`src/rtl/smem_pkg.sv`:
```
// Shared definitions for the asynchronous static memory sequencer.
// Assumes: nothing beyond IEEE 1800-2017.
package smem_pkg;

    // Phase of the access in progress.
    typedef enum logic [1:0] {
        PH_IDLE = 2'd0,
        PH_ASET = 2'd1,
        PH_DSET = 2'd2,
        PH_TURN = 2'd3
    } smem_phase_e;

    // Largest of three widths, used to size the shared phase counter.
    function automatic int max3(input int a, input int b, input int c);
        int m;
        m = (a > b) ? a : b;
        return (m > c) ? m : c;
    endfunction

endpackage

```
`src/rtl/smem_phase_timer.sv`:
```
// Down-counter shared by all phases of an access.
// Loading a value N makes 'expired' true N cycles later; a load of 0 expires at once.
// Assumes: the sequencer loads it at every phase entry.
module smem_phase_timer #(
    parameter int CNT_W = 8
) (
    input  logic             clk,
    input  logic             rst_n,
    input  logic             load,
    input  logic [CNT_W-1:0] load_val,
    output logic             expired
);

    logic [CNT_W-1:0] cnt_q;

    // Count down toward zero, or reload at a phase entry.
    always_ff @(posedge clk) begin
        if (!rst_n) begin
            cnt_q <= '0;
        end else if (load) begin
            cnt_q <= load_val;
        end else if (cnt_q != '0) begin
            cnt_q <= cnt_q - 1'b1;
        end
    end

    assign expired = (cnt_q == '0);

endmodule

```
`src/rtl/smem_sequencer.sv`:
```
// Phase state machine: idle -> address setup -> data -> turnaround -> idle.
// Takes a request only when idle, and skips address setup when its length is 0.
// The data length is stored minus one. Raises done for one cycle as turnaround ends.
// Assumes: the timer expires when its loaded count has elapsed.
module smem_sequencer
    import smem_pkg::*;
#(
    parameter int ASU_W  = 4,
    parameter int DSU_W  = 8,
    parameter int TURN_W = 4,
    parameter int CNT_W  = 8
) (
    input  logic              clk,
    input  logic              rst_n,
    input  logic              req,
    input  logic [ASU_W-1:0]  cfg_asu,
    input  logic [DSU_W-1:0]  cfg_dsu,
    input  logic [TURN_W-1:0] cfg_turn,
    input  logic              expired,
    output logic              load,
    output logic [CNT_W-1:0]  load_val,
    output smem_phase_e       phase,
    output logic              accept,
    output logic              capture,
    output logic              done
);

    smem_phase_e       phase_q, phase_d;
    logic [DSU_W-1:0]  dsu_q;
    logic [TURN_W-1:0] turn_q;
    logic              finish;

    // Work out the next phase and the counter load for each phase exit.
    always_comb begin
        phase_d  = phase_q;
        load     = 1'b0;
        load_val = '0;
        accept   = 1'b0;
        capture  = 1'b0;
        finish   = 1'b0;
        case (phase_q)
            PH_IDLE: begin
                if (req) begin
                    accept = 1'b1;
                    load   = 1'b1;
                    if (cfg_asu != '0) begin
                        phase_d  = PH_ASET;
                        load_val = CNT_W'(cfg_asu) - CNT_W'(1);
                    end else begin
                        phase_d  = PH_DSET;
                        load_val = CNT_W'(cfg_dsu);
                    end
                end
            end
            PH_ASET: begin
                if (expired) begin
                    phase_d  = PH_DSET;
                    load     = 1'b1;
                    load_val = CNT_W'(dsu_q);
                end
            end
            PH_DSET: begin
                if (expired) begin
                    capture = 1'b1;
                    if (turn_q != '0) begin
                        phase_d  = PH_TURN;
                        load     = 1'b1;
                        load_val = CNT_W'(turn_q) - CNT_W'(1);
                    end else begin
                        phase_d = PH_IDLE;
                        finish  = 1'b1;
                    end
                end
            end
            default: begin
                if (expired) begin
                    phase_d = PH_IDLE;
                    finish  = 1'b1;
                end
            end
        endcase
    end

    // Hold the phase, the latched lengths and the done strobe.
    always_ff @(posedge clk) begin
        if (!rst_n) begin
            phase_q <= PH_IDLE;
            dsu_q   <= '0;
            turn_q  <= '0;
            done    <= 1'b0;
        end else begin
            phase_q <= phase_d;
            done    <= finish;
            if (accept) begin
                dsu_q  <= cfg_dsu;
                turn_q <= cfg_turn;
            end
        end
    end

    assign phase = phase_q;

endmodule

```
`src/rtl/smem_pin_drive.sv`:
```
// Memory pin stage: latches address, data and direction when a request is taken.
// Decodes the active-low strobes and the bus drive enable from the phase.
// Captures read data on the last data cycle.
// Assumes: phase comes from a register, so the decoded strobes change only at edges.
module smem_pin_drive
    import smem_pkg::*;
#(
    parameter int ADDR_W = 26,
    parameter int DATA_W = 16
) (
    input  logic              clk,
    input  logic              rst_n,
    input  smem_phase_e       phase,
    input  logic              accept,
    input  logic              capture,
    input  logic              req_we,
    input  logic [ADDR_W-1:0] req_addr,
    input  logic [DATA_W-1:0] req_wdata,
    input  logic [DATA_W-1:0] mem_dq_i,
    output logic [DATA_W-1:0] rd_data,
    output logic              mem_cs_n,
    output logic              mem_oe_n,
    output logic              mem_we_n,
    output logic [ADDR_W-1:0] mem_addr,
    output logic [DATA_W-1:0] mem_dq_o,
    output logic              mem_dq_oe
);

    logic              we_q;
    logic [ADDR_W-1:0] addr_q;
    logic [DATA_W-1:0] wdata_q;
    logic              in_access;
    logic              in_data;

    // Latch the request fields when the request is taken.
    always_ff @(posedge clk) begin
        if (!rst_n) begin
            we_q    <= 1'b0;
            addr_q  <= '0;
            wdata_q <= '0;
        end else if (accept) begin
            we_q    <= req_we;
            addr_q  <= req_addr;
            wdata_q <= req_wdata;
        end
    end

    // Sample the data bus in the last cycle of a read data phase.
    always_ff @(posedge clk) begin
        if (!rst_n) begin
            rd_data <= '0;
        end else if (capture && !we_q) begin
            rd_data <= mem_dq_i;
        end
    end

    // Decode the strobes and the bus drive from the current phase.
    always_comb begin
        in_access = (phase == PH_ASET) || (phase == PH_DSET);
        in_data   = (phase == PH_DSET);
        mem_cs_n  = !in_access;
        mem_oe_n  = !(in_data && !we_q);
        mem_we_n  = !(in_data && we_q);
        mem_dq_oe = in_access && we_q;
    end

    assign mem_addr = addr_q;
    assign mem_dq_o = wdata_q;

endmodule

```
`src/rtl/smem_async_ctrl.sv`:
```
// Top of the asynchronous static memory sequencer.
// Joins the phase sequencer, the shared phase timer and the pin stage.
// Assumes: a single memory device, and an I/O cell outside that joins the split data bus.
module smem_async_ctrl
    import smem_pkg::*;
#(
    parameter int ADDR_W = 26,
    parameter int DATA_W = 16,
    parameter int ASU_W  = 4,
    parameter int DSU_W  = 8,
    parameter int TURN_W = 4
) (
    input  logic              clk,
    input  logic              rst_n,
    input  logic              req,
    input  logic              req_we,
    input  logic [ADDR_W-1:0] req_addr,
    input  logic [DATA_W-1:0] req_wdata,
    input  logic [ASU_W-1:0]  cfg_addr_setup,
    input  logic [DSU_W-1:0]  cfg_data_setup,
    input  logic [TURN_W-1:0] cfg_turnaround,
    output logic [DATA_W-1:0] rd_data,
    output logic              done,
    output logic              mem_cs_n,
    output logic              mem_oe_n,
    output logic              mem_we_n,
    output logic [ADDR_W-1:0] mem_addr,
    output logic [DATA_W-1:0] mem_dq_o,
    output logic              mem_dq_oe,
    input  logic [DATA_W-1:0] mem_dq_i
);

    localparam int CNT_W = max3(ASU_W, DSU_W, TURN_W);

    logic             load;
    logic [CNT_W-1:0] load_val;
    logic             expired;
    logic             accept;
    logic             capture;
    smem_phase_e      phase;

    smem_sequencer #(
        .ASU_W  (ASU_W),
        .DSU_W  (DSU_W),
        .TURN_W (TURN_W),
        .CNT_W  (CNT_W)
    ) u_seq (
        .clk      (clk),
        .rst_n    (rst_n),
        .req      (req),
        .cfg_asu  (cfg_addr_setup),
        .cfg_dsu  (cfg_data_setup),
        .cfg_turn (cfg_turnaround),
        .expired  (expired),
        .load     (load),
        .load_val (load_val),
        .phase    (phase),
        .accept   (accept),
        .capture  (capture),
        .done     (done)
    );

    smem_phase_timer #(
        .CNT_W (CNT_W)
    ) u_timer (
        .clk      (clk),
        .rst_n    (rst_n),
        .load     (load),
        .load_val (load_val),
        .expired  (expired)
    );

    smem_pin_drive #(
        .ADDR_W (ADDR_W),
        .DATA_W (DATA_W)
    ) u_pins (
        .clk       (clk),
        .rst_n     (rst_n),
        .phase     (phase),
        .accept    (accept),
        .capture   (capture),
        .req_we    (req_we),
        .req_addr  (req_addr),
        .req_wdata (req_wdata),
        .mem_dq_i  (mem_dq_i),
        .rd_data   (rd_data),
        .mem_cs_n  (mem_cs_n),
        .mem_oe_n  (mem_oe_n),
        .mem_we_n  (mem_we_n),
        .mem_addr  (mem_addr),
        .mem_dq_o  (mem_dq_o),
        .mem_dq_oe (mem_dq_oe)
    );

endmodule

```
`config.mk`:
```
export PLATFORM = sky130hd
export DESIGN_NAME = smem_async_ctrl
export DESIGN_NICKNAME = d
export VERILOG_FILES = /design/src/rtl/smem_pkg.sv /design/src/rtl/smem_phase_timer.sv /design/src/rtl/smem_sequencer.sv /design/src/rtl/smem_pin_drive.sv /design/src/rtl/smem_async_ctrl.sv
export SDC_FILE = /design/constraint.sdc
export NUM_CORES = 1
export LEC_CHECK = 0
export BUFFER_PORTS_ARGS = -buffer_cell sky130_fd_sc_hd__clkbuf_2
export CORE_MARGIN = 2
export CORE_UTILIZATION = 30
export CTS_BUF_LIST = sky130_fd_sc_hd__clkbuf_8
export DETAILED_ROUTE_END_ITERATION = 10
export SYNTH_ARGS = -nofsm -noshare
export SYNTH_HDL_FRONTEND = slang
export SYNTH_SLANG_ARGS = --single-unit
```
`constraint.sdc`:
```
create_clock -name clk -period 2.7 [get_ports clk]
set_clock_uncertainty 0.2 [all_clocks]
set_input_delay 0.405 -clock clk [delete_from_list [all_inputs] [get_ports clk]]
set_output_delay 0.405 -clock clk [all_outputs]
set_load 0.02 [all_outputs]
```
==> results of run 1 <==
[cells by family after synthesis]
family	Yosys count	share of synthesized area
adder cells (fa/ha/maj)	9	0.0320
flip-flops	82	0.467
multiplexers	4	0.0114
AND/OR/NAND/NOR	202	0.248
buffers and inverters	35	0.0416
AO/OA/AOI/OAI	111	0.188
XOR/XNOR	5	0.0125
[cell type report]
cell class	count	area, µm²	area share
clock inverters	7	61.3	0.0135
repair buffers	147	766	0.169
multi-input cells	331	1730	0.382
inverters	9	33.8	0.00745
flip-flops and latches	82	1640	0.362
well taps	143	179	0.0394
clock buffers	9	124	0.0273
[worst max-delay path by stage]
stage | startpoint | endpoint | slack (ns) | cells past startpoint
2_1_floorplan | u_timer.cnt_q[0] | u_timer.cnt_q[4] | 0.61 | 7
3_3_place_gp | cfg_addr_setup[0] | u_timer.cnt_q[1] | 0.43 | 7
3_5_place_dp | cfg_addr_setup[0] | u_timer.cnt_q[1] | 0.37 | 7
4_1_cts | u_timer.cnt_q[0] | u_timer.cnt_q[4] | 0.37 | 7
5_1_grt | u_timer.cnt_q[0] | u_timer.cnt_q[3] | 0.13 | 7
6_report | u_timer.cnt_q[0] | u_timer.cnt_q[4] | 0.37 | 7
[routing by layer]
layer / GRT usage / vias up
li1: - / 1767
met1: 0.191 / 1599
met2: 0.255 / 99
met3: 0.0626 / 12
met4: 0.0602 / 0
met5: 0 / -
[worst max-delay path: stages (launching register included)]
cell and delay [ns]:
dfxtp_1 0.37, inv_1 0.10, ha_1 0.19, nor3b_1 0.42, nand2_4 0.16, o31a_1 0.38
a311oi_1 0.28, a211oi_1 0.08
[state kept, by name, summed over array words and instances, names as in the netlist]
signal / flops
u_pins.we_q: 1
u_pins.mem_addr: 26
u_pins.mem_dq_o: 16
u_timer.cnt_q: 8
u_seq.phase: 2
u_seq.dsu_q: 8
u_seq.done: 1
u_seq.turn_q: 4
u_pins.rd_data: 16
[cells in the mapped netlist, types with 2 or more instances]
cell,instances,area share
buf_1,3,0.0032
clkbuf_1,18,0.019
o21ai_0,3,0.0043
or3b_2,2,0.0050
nor3b_1,2,0.0043
a21oi_1,83,0.12
mux2i_1,4,0.011
and2_1,2,0.0036
xnor2_1,2,0.0050
xor2_1,3,0.0075
inv_1,8,0.0085
nand2_1,156,0.17
ha_1,9,0.032
o31a_1,2,0.0050
a311oi_1,9,0.022
nor2_1,13,0.014
a211oi_1,5,0.011
or3_1,4,0.0071
buf_2,2,0.0028
nor3_1,7,0.010
nand2b_1,4,0.0071
o211ai_1,2,0.0043
dfxtp_1,82,0.47
[cell usage in the layout (no fill, tap or decap), types with 2 or more instances in the layout]
cell type / n
o211ai_1: 2
or3_1: 4
o21ai_0: 3
xor2_1: 3
a311oi_1: 9
inv_6: 3
nor3b_1: 2
nand2b_1: 4
a21oi_1: 83
xnor2_1: 2
or3b_2: 2
buf_4: 6
dfxtp_1: 82
a211oi_1: 5
nor3_1: 7
mux2i_1: 4
ha_1: 9
nor2_1: 13
o31a_1: 2
nand2_1: 155
clkbuf_2: 140
inv_1: 8
clkbuf_8: 9
clkinvlp_4: 2
[report_power, final]
part / switching (W) / internal (W)
sequential: 0.000174 / 0.00141
combinational: 0.000974 / 0.000589
clock: 0.000505 / 0.000351
total: 0.00165 / 0.00235
[stage by stage]
step,hold WS (ns),utilization,cells,total power [W],cell area [µm²]
2_1_floorplan,0.236,-,448,0.00271,3510
3_3_place_gp,0.241,0.381,712,0.00315,4350
3_5_place_dp,0.249,0.381,712,0.00318,4350
4_1_cts,0.0140,0.397,728,0.00407,4540
5_1_grt,0.0136,0.397,728,0.00431,4540
6_report,0.0422,0.397,728,0.00401,4540
==> flow_summary.ini, run 1 <==
[detailed_routing]
wl_per_cell_um = 13.3
wl_met3_um = 694
drt_first_pass_iters = 5
vias = 3477
met2_length_um = 4650
m1WireLength_um = 4180
totalWireLength_um = 9680
postRouteAntennaNets = 0
remaining_drc_errors = 0
drtIter0Drc = 81
top_layer = met4
viasPerCell = 4.78

[worst_hold_path]
hold_path_startpoint = req_addr[0]
hold_path.class = input pin to flip-flop
hold_end = u_pins.mem_addr[0]
whs_path_depth = 3

[outcome]
status = complete, no violations

[die]
placementRows = 39
die_area_um2 = 12600
initial_core_util = 0.308
die_h_um = 112
coreArea_um2 = 11400
die_width_um = 112
io_pins = 141

[sta]
hold_viol_final = 0
drv_slew = 0
post-route-period-util = 0.863
fin_crit_ns = 2.33
worst_slack_ns = 0.371
rsz0062_at_grt = no
fin_tns_setup_ns = 0
setup_viol = 0
fmax_mhz = 429
worstMarginPinSlew_ns = 0.551
relSlewSlack = 0.633

[power_and_ir_drop]
p_per_area_nw_per_um2 = 883
ir_drop_mv = 0.398
p_leak_nw = 1.99

[cts]
tritoncts = yes
clockBufferDepth = 2
clkSlewWorstSetupHoldPaths_ns = 0.09
postCtsHoldBufs = 0
numCtsBuffers = 9
cts_sinks = 82
h-tree-depth = 3
post_cts_buffers = 0
ctsResizeCount = 0
cts-root-buf = clkbuf_8
insertion_delay_ns = 0.37

[critical_path]
rr_endpoint = u_timer.cnt_q[4]
cp.required_ns = 2.73
rrSetupSlack_ns = 0.37
worstReg2RegStart = u_timer.cnt_q[0]
critPathKind = flip-flop to flip-flop
worstPathMaxFanout = 9
end_kind = flip-flop
cp-start-kind = flip-flop
r2r_cells = 7
cp.arrival_ns = 2.36

[flow_run]
maxCapViolCount = 0

[synth]
yosys.cell_types.count = 46
yosys_most_used_dff = dfxtp_1
ys_seq_area_frac = 0.467
syn_avg_cell_area_um2 = 7.85
async_flop_share = 0
syn_inst = 448
synth_edf_count = 0
synth_nets = 535
ys_ff_latch = 82
synth_warnings = 0
syn_area_um2 = 3510

[grt]
track_usage = 0.158
antenna_found_initial = 0
grt_max_degree = 50
grt_remaining_overflow = 0
grt_pass1_wl_um = 16200
grt_pass1_vias = 3423

[final_layout]
area_growth_pct = 29.0
fillCellCount = 1230
drive_gt1_frac = 0.296
n_antenna_cell = 0
finalNetCount = 667

[placed_design]
preCtsSetupSlack_ns = 0.370
dp_hpwl_um = 6970
portBuffers = 140
gp_congestion = 0.873
Power figures use the tool's default switching activity.
==> inputs of run 2 (changes only) <==
Settings changed: PLACE_DENSITY from default to 0.53.
==> flow_summary.ini, run 2 (synthesis results as in run 1) <==
[die]
io_pins = 141
initial_core_util = 0.308
coreArea_um2 = 11400
die_h_um = 112
die_area_um2 = 12600
die_width_um = 112
placementRows = 39

[critical_path]
critPathKind = flip-flop to flip-flop
cp.arrival_ns = 2.38
slowest_stage = nor3b_1
worstReg2RegStart = u_timer.cnt_q[0]
startpoint = u_timer.cnt_q[0]
cp_num_buf_inv = 1
cp.required_ns = 2.74
critPathMaxStageDelay_ns = 0.40
end_kind = flip-flop
crit_family = compound AO/OA/AOI/OAI gates
cp-start-kind = flip-flop
worstPathMaxFanout = 9
path_cells = inv_1 -> ha_1 -> nor3b_1 -> nand2_4 -> o31a_1 -> a311oi_1 -> nor3_1

[placed_design]
portBuffers = 140
gp_congestion = 0.869
postPlaceCellArea_um2 = 4360
preCtsSetupSlack_ns = 0.376
dp_hpwl_um = 7000

[detailed_routing]
remaining_drc_errors = 0
viasPerCell = 4.71
drt_first_pass_iters = 4
postRouteAntennaNets = 0
wl_per_cell_um = 13.4
totalWireLength_um = 9760
drtIter0Drc = 75
vias = 3426

[power_and_ir_drop]
p_leak_nw = 2.01
p_total_w = 0.00409
p_per_area_nw_per_um2 = 896
ir_drop_mv = 0.512

[sta]
rsz0062_at_grt = no
fin_crit_ns = 2.34
holdWs_ns = 0.0452
post-route-period-util = 0.868
worst_slack_ns = 0.356
worstMarginPinSlew_ns = 0.586
setup_viol = 0
fin_tns_setup_ns = 0
hold_viol_final = 0
relSlewSlack = 0.609
drv_slew = 0
fmax_mhz = 427

[final_layout]
largest_reg_flops = 26
final_cell_mix = nand2_1 (155), clkbuf_2 (140), a21oi_1 (83)
fillCellCount = 1254
finalNetCount = 666
stdcell_area_um2 = 4570
n_antenna_cell = 0
layout_commonest_cell = nand2_1
area_growth_pct = 30.0
drive_gt1_frac = 0.295

[grt]
track_usage = 0.158
antenna_found_initial = 0
grt_remaining_overflow = 0
grt_pass1_vias = 3367
grt_max_degree = 57
grt_pass1_wl_um = 16100

[cts]
tritoncts = yes
clockBufferDepth = 2
cts-root-buf = clkbuf_8
insertion_delay_ns = 0.37
numCtsBuffers = 9
ctsResizeCount = 0
postCtsHoldBufs = 0
cts_sinks = 82
clkSlewWorstSetupHoldPaths_ns = 0.09
h-tree-depth = 3
post_cts_buffers = 0

[outcome]
status = complete, no violations

[flow_run]
maxCapViolCount = 0

[worst_hold_path]
hold_path.class = input pin to flip-flop
hold_path_startpoint = req_wdata[4]
## run 2: changes by cell type in the layout (fill, tap and decap cells not counted), sizes merged
cell,previous run,this run
buf,7,6
clkbuf,149,151
clkinvlp,2,0
clkinv,1,3
inv,13,10
bufinv,0,1
## run 2: cell type report
cell class	instances	area, µm²	share of cell area
clock buffer	11	151	0.0331
clock inverter	5	61.3	0.0134
inverter	9	33.8	0.00740
multi-input combinational	331	1730	0.379
sequential	82	1640	0.359
tap	143	179	0.0392
timing repair buffer	146	771	0.169
## run 2: routing by layer
metal  track usage  routed length [µm]  up-vias
li1              -                   -     1768
met1         0.178                4080     1548
met2         0.269                4710       98
met3        0.0734                 783       12
met4        0.0455                 184        0
met5             0                   0        -
## run 2: worst min-delay path: cells and delay by family
| family | cells | cell delay (ns) |
|---|---|---|
| buffers and inverters | 1 | 0.08 |
| AOI/OAI and AO/OA | 1 | 0.05 |
| and+or+nand+nor | 1 | 0.04 |
## run 2: final timing paths
check	slack, ns	endpoint	depth (start not counted)
setup / recovery	0.36	u_timer.cnt_q[6]	7
hold / removal	0.05	u_pins.mem_dq_o[4]	3
setup reg to reg	0.36	u_timer.cnt_q[6]	7
hold reg to reg	0.26	u_pins.mem_dq_o[5]	2
## run 2: power by group
part	internal (W)	total [W]	switching (W)
clock network	0.000483	0.000953	0.000470
logic	0.000586	0.00155	0.000966
registers	0.00141	0.00159	0.000175
total	0.00248	0.00409	0.00161
## run 2: stage by stage
step                       util  instances
after floorplan               -        448
after global placement    0.381        711
after detailed placement  0.381        711
after CTS                 0.400        727
after global routing      0.400        727
final                     0.400        727
